--- config.mk ---
export PLATFORM = sky130hd
export DESIGN_NAME = phy_ctl_master
export DESIGN_NICKNAME = d
export VERILOG_FILES = /design/src/rtl/phy_ctl_pkg.sv /design/src/rtl/phy_ack_sync.sv /design/src/rtl/phy_poll_timer.sv /design/src/rtl/phy_ctl_encode.sv /design/src/rtl/phy_ctl_master.sv
export SDC_FILE = /design/constraint.sdc
export NUM_CORES = 1
export LEC_CHECK = 0
export ABC_AREA = 1
export CORE_MARGIN = 5
export CORE_UTILIZATION = 45
export CTS_BUF_LIST = sky130_fd_sc_hd__clkbuf_8
export DETAILED_ROUTE_END_ITERATION = 10
export PLACE_DENSITY = 0.87
export REMOVE_ABC_BUFFERS = 1
export SLEW_MARGIN = 20
export SYNTH_ARGS = -nofsm -noshare
export SYNTH_HDL_FRONTEND = slang
export SYNTH_SLANG_ARGS = --single-unit
--- constraint.sdc ---
create_clock -name clk -period 2.7 [get_ports clk]
set_input_delay 0.675 -clock clk [delete_from_list [all_inputs] [get_ports clk]]
set_output_delay 0.675 -clock clk [all_outputs]
set_load 0.005 [all_outputs]
--- src/rtl/phy_ctl_pkg.sv ---
package phy_ctl_pkg;

    localparam int FIELD_W      = 16;
    localparam int CTL_W        = 32;
    localparam int CAP_ADDR_BIT = 16;
    localparam int CAP_DATA_BIT = 17;
    localparam int WR_BIT       = 18;
    localparam int RD_BIT       = 19;
    localparam int ACK_BIT      = 16;

    typedef enum logic [3:0] {
        ST_IDLE,
        ST_ADDR_SET,
        ST_ADDR_CAP,
        ST_ADDR_REL,
        ST_DATA_SET,
        ST_DATA_CAP,
        ST_DATA_REL,
        ST_WR_STB,
        ST_WR_REL,
        ST_RD_STB,
        ST_RD_REL,
        ST_FIN
    } xfer_state_e;

endpackage

--- src/rtl/phy_ack_sync.sv ---
module phy_ack_sync #(
    parameter int STAGES = 2
) (
    input  logic clk,
    input  logic rst_n,
    input  logic din,
    output logic dout
);
    logic [STAGES-1:0] chain_q;

    always_ff @(posedge clk or negedge rst_n) begin
        if (!rst_n) begin
            chain_q <= '0;
        end else begin
            chain_q <= {chain_q[STAGES-2:0], din};
        end
    end

    assign dout = chain_q[STAGES-1];
endmodule

--- src/rtl/phy_poll_timer.sv ---
module phy_poll_timer #(
    parameter int POLL_GAP  = 4,
    parameter int MAX_TRIES = 10,
    parameter int TRY_W     = 4
) (
    input  logic             clk,
    input  logic             rst_n,
    input  logic             clr,
    input  logic             run,
    output logic             poll_evt,
    output logic             last_try,
    output logic [TRY_W-1:0] try_cnt
);
    localparam int GAP_W = (POLL_GAP > 1) ? $clog2(POLL_GAP) : 1;

    logic [GAP_W-1:0] gap_q;
    logic [TRY_W-1:0] try_q;

    assign poll_evt = run && (gap_q == GAP_W'(POLL_GAP - 1));
    assign last_try = (try_q == TRY_W'(MAX_TRIES - 1));
    assign try_cnt  = try_q;

    always_ff @(posedge clk or negedge rst_n) begin
        if (!rst_n) begin
            gap_q <= '0;
            try_q <= '0;
        end else if (clr || !run) begin
            gap_q <= '0;
            try_q <= '0;
        end else if (poll_evt) begin
            gap_q <= '0;
            if (!last_try) begin
                try_q <= try_q + 1'b1;
            end
        end else begin
            gap_q <= gap_q + 1'b1;
        end
    end
endmodule

--- src/rtl/phy_ctl_encode.sv ---
module phy_ctl_encode
    import phy_ctl_pkg::*;
(
    input  xfer_state_e        state,
    input  logic [FIELD_W-1:0] addr,
    input  logic [FIELD_W-1:0] data,
    output logic [CTL_W-1:0]   ctl,
    output logic               wait_en,
    output logic               expect_ack
);
    always_comb begin
        ctl        = '0;
        wait_en    = 1'b0;
        expect_ack = 1'b0;
        unique case (state)
            ST_IDLE, ST_FIN: begin
                ctl = '0;
            end
            ST_ADDR_SET: begin
                ctl[FIELD_W-1:0] = addr;
            end
            ST_ADDR_CAP: begin
                ctl[FIELD_W-1:0]  = addr;
                ctl[CAP_ADDR_BIT] = 1'b1;
                wait_en           = 1'b1;
                expect_ack        = 1'b1;
            end
            ST_ADDR_REL: begin
                ctl[FIELD_W-1:0] = addr;
                wait_en          = 1'b1;
            end
            ST_DATA_SET: begin
                ctl[FIELD_W-1:0] = data;
            end
            ST_DATA_CAP: begin
                ctl[FIELD_W-1:0]  = data;
                ctl[CAP_DATA_BIT] = 1'b1;
                wait_en           = 1'b1;
                expect_ack        = 1'b1;
            end
            ST_DATA_REL: begin
                ctl[FIELD_W-1:0] = data;
                wait_en          = 1'b1;
            end
            ST_WR_STB: begin
                ctl[WR_BIT] = 1'b1;
                wait_en     = 1'b1;
                expect_ack  = 1'b1;
            end
            ST_WR_REL: begin
                ctl[FIELD_W-1:0] = data;
                wait_en          = 1'b1;
            end
            ST_RD_STB: begin
                ctl[RD_BIT] = 1'b1;
                wait_en     = 1'b1;
                expect_ack  = 1'b1;
            end
            ST_RD_REL: begin
                wait_en = 1'b1;
            end
            default: begin
                ctl = '0;
            end
        endcase
    end
endmodule

--- src/rtl/phy_ctl_master.sv ---
module phy_ctl_master
    import phy_ctl_pkg::*;
#(
    parameter int POLL_GAP    = 4,
    parameter int MAX_TRIES   = 10,
    parameter int SYNC_STAGES = 2
) (
    input  logic        clk,
    input  logic        rst_n,
    input  logic        req_valid,
    output logic        req_ready,
    input  logic        req_write,
    input  logic [15:0] req_addr,
    input  logic [15:0] req_wdata,
    output logic        rsp_done,
    output logic        rsp_err,
    output logic [15:0] rsp_rdata,
    output logic [31:0] ctl_word,
    input  logic [31:0] stat_word
);
    localparam int TRY_W = $clog2(MAX_TRIES + 1);

    xfer_state_e        state_q, state_d;
    logic [FIELD_W-1:0] addr_q, data_q, rdata_q;
    logic               write_q, err_q;
    logic               ack_s, wait_en, expect_ack;
    logic               poll_evt, last_try, step;
    logic               poll_hit, poll_timeout;
    logic [TRY_W-1:0]   try_cnt;
    logic [CTL_W-1:0]   ctl_enc;

    phy_ack_sync #(.STAGES(SYNC_STAGES)) u_sync (
        .clk  (clk),
        .rst_n(rst_n),
        .din  (stat_word[ACK_BIT]),
        .dout (ack_s)
    );

    phy_ctl_encode u_enc (
        .state     (state_q),
        .addr      (addr_q),
        .data      (data_q),
        .ctl       (ctl_enc),
        .wait_en   (wait_en),
        .expect_ack(expect_ack)
    );

    phy_poll_timer #(
        .POLL_GAP (POLL_GAP),
        .MAX_TRIES(MAX_TRIES),
        .TRY_W    (TRY_W)
    ) u_timer (
        .clk     (clk),
        .rst_n   (rst_n),
        .clr     (step),
        .run     (wait_en),
        .poll_evt(poll_evt),
        .last_try(last_try),
        .try_cnt (try_cnt)
    );

    assign poll_hit     = poll_evt && (ack_s == expect_ack);
    assign poll_timeout = poll_evt && (ack_s != expect_ack) && last_try;
    assign step         = (state_d != state_q);

    always_comb begin
        state_d = state_q;
        unique case (state_q)
            ST_IDLE:     if (req_valid) state_d = ST_ADDR_SET;
            ST_ADDR_SET: state_d = ST_ADDR_CAP;
            ST_ADDR_CAP: if (poll_hit) state_d = ST_ADDR_REL;
            ST_ADDR_REL: if (poll_hit) state_d = write_q ? ST_DATA_SET : ST_RD_STB;
            ST_DATA_SET: state_d = ST_DATA_CAP;
            ST_DATA_CAP: if (poll_hit) state_d = ST_DATA_REL;
            ST_DATA_REL: if (poll_hit) state_d = ST_WR_STB;
            ST_WR_STB:   if (poll_hit) state_d = ST_WR_REL;
            ST_WR_REL:   if (poll_hit) state_d = ST_FIN;
            ST_RD_STB:   if (poll_hit) state_d = ST_RD_REL;
            ST_RD_REL:   if (poll_hit) state_d = ST_FIN;
            ST_FIN:      state_d = ST_IDLE;
            default:     state_d = ST_IDLE;
        endcase
        if (wait_en && poll_timeout) begin
            state_d = ST_FIN;
        end
    end

    always_ff @(posedge clk or negedge rst_n) begin
        if (!rst_n) begin
            state_q <= ST_IDLE;
        end else begin
            state_q <= state_d;
        end
    end

    always_ff @(posedge clk or negedge rst_n) begin
        if (!rst_n) begin
            addr_q  <= '0;
            data_q  <= '0;
            write_q <= 1'b0;
            err_q   <= 1'b0;
            rdata_q <= '0;
        end else begin
            if (state_q == ST_IDLE && req_valid) begin
                addr_q  <= req_addr;
                data_q  <= req_wdata;
                write_q <= req_write;
                err_q   <= 1'b0;
            end
            if (state_q == ST_RD_STB && poll_hit) begin
                rdata_q <= stat_word[FIELD_W-1:0];
            end
            if (wait_en && poll_timeout) begin
                err_q <= 1'b1;
            end
        end
    end

    always_comb begin
        ctl_word  = ctl_enc;
        req_ready = (state_q == ST_IDLE);
        rsp_done  = (state_q == ST_FIN);
        rsp_err   = (state_q == ST_FIN) && err_q;
        rsp_rdata = rdata_q;
    end
endmodule

==> results.py <==
metrics = {
    "clock_network": {
        "cts_htree_levels": 3,
        "clock_input_transition_at_the_sequential_cells_of_the_worst_setup_and_hold_paths_ns": 0.07,
        "clock_buffers_created_by_tritoncts": 9,
        "root_buffer": "sky130_fd_sc_hd__clkbuf_8",
        "max-clock-path-buffers": 2,
        "clkLatencyLatePin_ns": 0.34,
        "clock-sinks": 62,
        "cts_tree": "built",
    },
    "final_layout": {
        "nFillCells": 513,
        "area_growth_pct": 44.97,
        "final_cells": 547,
        "finalNetCount": 533,
        "postLayoutCoreUtil": 0.6603,
        "insertedDiodeCount": 0,
        "drive_above_1_share": 0.1970,
        "final_area_um2": 4437,
    },
    "power": {
        "share_clk_of_total_power": 0.228,
        "pwr-share-seq": 0.393,
        "share_of_total_power_in_combinational_logic": 0.379,
        "pwr_density_cell_nw_per_um2": 804.9,
        "sw_frac_of_total": 0.3305,
        "p_sw_mw": 1.180,
        "leakage_nw": 2.232,
        "cellInternalPower_mw": 2.391,
        "irDropWorstVdd_v": 0.0004935,
    },
    "timing": {
        "finalHoldViolCount": 0,
        "fmax_ghz": 0.3783,
        "min_period_over_period": 0.9790,
        "finalWorstPathRequiredPeriod_ns": 2.643,
        "timing_worst_slew_pin_value_ns": 0.7765,
        "grt_setup_unrepaired": "true",
        "finalClockSkew_ns": 0.01293,
        "report.final.slew_viol_count": 0,
        "report.final.setup_viol": 0,
        "setup_total_negative_slack_ns": 0,
        "relSlewSlack": 0.4824,
    },
    "synthesis": {
        "synth_seq_area_share": 0.5070,
        "synth-seq-cells": 62,
        "syn-mean-instance-area_um2": 8.871,
        "netlist_area_um2": 3060,
        "ys.warnings.count": 0,
        "synth_cells": 345,
        "unique_cell_type_count_in_the_yosys_netlist": 31,
    },
    "worst_setup_path": {
        "largest_delay_share_family_worst_path": "buffers and inverters",
        "startpoint_type": "register",
        "critical_path.cell_chain": "inv_2 > nor2_4 > nand2_4 > o21ai_4 > buf_6 > buf_4 > buf_4 > a32o_1 > dlygate4sd2_1",
        "worst_setup_path_end_kind": "primary output",
        "worst-endpoint-arrival_ns": 1.97,
        "path_common_cell": "sky130_fd_sc_hd__buf_4",
        "critical_path.max_fanout": 4,
        "cpPeakStageDelay_ns": 0.45,
        "crit_buf_inv": 5,
        "crit_type": "register to primary output",
        "required_ns": 2.03,
        "cp_slowest_cell": "sky130_fd_sc_hd__dfrtp_2",
    },
    "die": {
        "die_width_um": 92.47,
        "floorplan.die.height_um": 92.47,
        "io_pins": 119,
        "placementRows": 30,
        "core_um2": 6719,
        "start_util": 0.4555,
        "die_area_um2": 8550,
    },
    "flow_run": {
        "drv.max_cap_violation_count": 0,
    },
    "placement": {
        "detailed_place_hpwl_um": 5378,
        "detailed_place.area_um2": 4015,
        "instance_count_after_placement_with_tap_cells_included": 510,
        "gp_routability_congestion": 0.9580,
        "io_buffers": 91,
    },
    "outcome": {
        "status": "complete, no violations",
    },
    "grt": {
        "grt_usage": 0.1913,
        "grt_pass1_vias": 2813,
        "grt_max_degree": 63,
        "grt_overflow_total": 0,
        "wire_length_of_the_first_global_routing_pass_um": 13050,
        "initial_antenna_violation_count": 0,
    },
    "detailed_routing": {
        "post_detailed_route_wirelength_per_cell_um": 15.04,
        "drt-total-wl_um": 8227,
        "drc": 0,
        "drt_pre_antenna_iters": 5,
        "detail_route.vias_per_cell": 5.238,
        "drtAntennaViolNets": 0,
        "iteration_0_drc_count_of_the_detailed_router": 249,
        "via_count": 2865,
    },
    "min_path": {
        "min_path_type": "register to register",
    },
}
-- power groups by stage --
| stage | sequential, mW | combinational, mW | clock, mW |
|---|---|---|---|
| final | 1.40 | 1.35 | 0.815 |
| after global routing | 1.44 | 1.50 | 0.873 |
| after CTS | 1.41 | 1.27 | 0.831 |
| after detailed placement | 1.42 | 1.26 | 0 |
| after global placement | 1.40 | 1.23 | 0 |
| after floorplan | 1.37 | 0.666 | 0 |
-- placed cells by master (no fill, tap or decap), types with 4 or more instances in the layout --
| cell type | Yosys | layout |
|---|---|---|
| sky130_fd_sc_hd__nand3_1 | 10 | 10 |
| sky130_fd_sc_hd__nand2_1 | 128 | 127 |
| sky130_fd_sc_hd__buf_4 | 13 | 23 |
| sky130_fd_sc_hd__clkbuf_8 | 0 | 10 |
| sky130_fd_sc_hd__nor2_1 | 26 | 23 |
| sky130_fd_sc_hd__dfrtp_2 | 0 | 4 |
| sky130_fd_sc_hd__conb_1 | 1 | 12 |
| sky130_fd_sc_hd__a21oi_1 | 5 | 5 |
| sky130_fd_sc_hd__a32o_1 | 16 | 16 |
| sky130_fd_sc_hd__mux2_2 | 16 | 16 |
| sky130_fd_sc_hd__dlygate4sd2_1 | 0 | 11 |
| sky130_fd_sc_hd__inv_1 | 19 | 18 |
| sky130_fd_sc_hd__nand2_2 | 7 | 7 |
| sky130_fd_sc_hd__dfrtp_1 | 62 | 58 |
| sky130_fd_sc_hd__inv_2 | 4 | 5 |
| sky130_fd_sc_hd__buf_6 | 3 | 4 |
| sky130_fd_sc_hd__clkdlybuf4s50_1 | 0 | 74 |
-- per-stage QoR --
stage	worst slack, ns	power, mW	hold slack (ns)
after detailed placement	0.1705	2.677	0.3464
after global placement	0.2099	2.622	0.3493
after global routing	-0.02591	3.813	0.3757
after floorplan	0.3224	2.040	0.3312
final	0.05672	3.571	0.3605
after CTS	0.005114	3.506	0.3711
-- logic make-up (layout without fill, tap and decap cells) --
family	after synthesis	after routing	share of synthesized area
mux	16	16	0.05887
simple gates	185	185	0.2596
compound gates	26	26	0.06909
flops	62	62	0.5070
fa+ha+maj	3	3	0.01227
buf+inv	49	160	0.08340
other cells	1	12	0.001225
xor+xnor	3	3	0.008587
-- cells in the mapped netlist, drive strengths merged --
| master | instances | area (um2) |
|---|---|---|
| nand2 | 137 | 546.8 |
| dfrtp | 62 | 1551 |
| nor2 | 29 | 121.4 |
| inv | 23 | 86.33 |
| a32o | 16 | 160.2 |
| buf | 16 | 131.4 |
| mux2 | 16 | 180.2 |
| nand3 | 12 | 77.58 |
| clkbuf | 9 | 33.78 |
| a21oi | 5 | 25.02 |
| o21ai | 4 | 20.01 |
| ha | 3 | 37.54 |
| nand4 | 3 | 25.02 |
| nor3 | 2 | 10.01 |
| xnor2 | 2 | 17.52 |
| clkinv | 1 | 3.750 |
| conb | 1 | 3.750 |
| nand3b | 1 | 7.510 |
| o22ai | 1 | 6.260 |
| or2 | 1 | 6.260 |
| xor2 | 1 | 8.760 |
-- worst paths after layout --
check,startpoint,depth (start not counted),slack (ns),endpoint
max reg2reg,state_q[2],13,0.44,u_timer.gap_q[1]
min in group asynchronous,rst_n,2,0.49,rsp_rdata[11]
min,u_sync.chain_q[0],0,0.36,u_sync.chain_q[1]
max in group asynchronous,rst_n,2,1.66,state_q[1]
max,state_q[2],9,0.06,ctl_word[5]
min reg2reg,u_sync.chain_q[0],0,0.36,u_sync.chain_q[1]
-- cell type report --
cell class	count	area, um2	area share
Sequential cell	62	1556	0.3508
Tap cell	80	100.1	0.02256
Clock inverter	6	61.31	0.01382
Inverter	24	92.59	0.02087
Multi-Input combinational cell	245	1331	0.3001
Timing Repair Buffer	120	1157	0.2609
Clock buffer	10	137.6	0.03102
-- timing repair --
action | CTS | global route
hold buffers | 0 | 0
endpoints found under the hold margin | 0 | 0
pin swaps | 3 | 3
endpoints found under the setup margin | 19 | 14
resized for setup | 27 | 13
setup buffers | 11 | 9
cloned | 1 | 0
-- per-layer routing --
layer  share of wire  global-route usage  up-vias
li1                -                   -     1316
met1            0.40              0.2362     1356
met2            0.49              0.3184      154
met3           0.074             0.05280       39
met4           0.033             0.07302        0
met5               0                   0        -
-- sequential cells by signal, indices dropped and copies added (netlist names) --
| register | cells |
|---|---|
| addr_q | 16 |
| data_q | 16 |
| rsp_rdata | 16 |
| state_q | 4 |
| u_timer.try_cnt | 4 |
| u_sync.chain_q | 2 |
| u_timer.gap_q | 2 |
| err_q | 1 |
| write_q | 1 |
No activity file was read; power rests on OpenSTA's default activity.
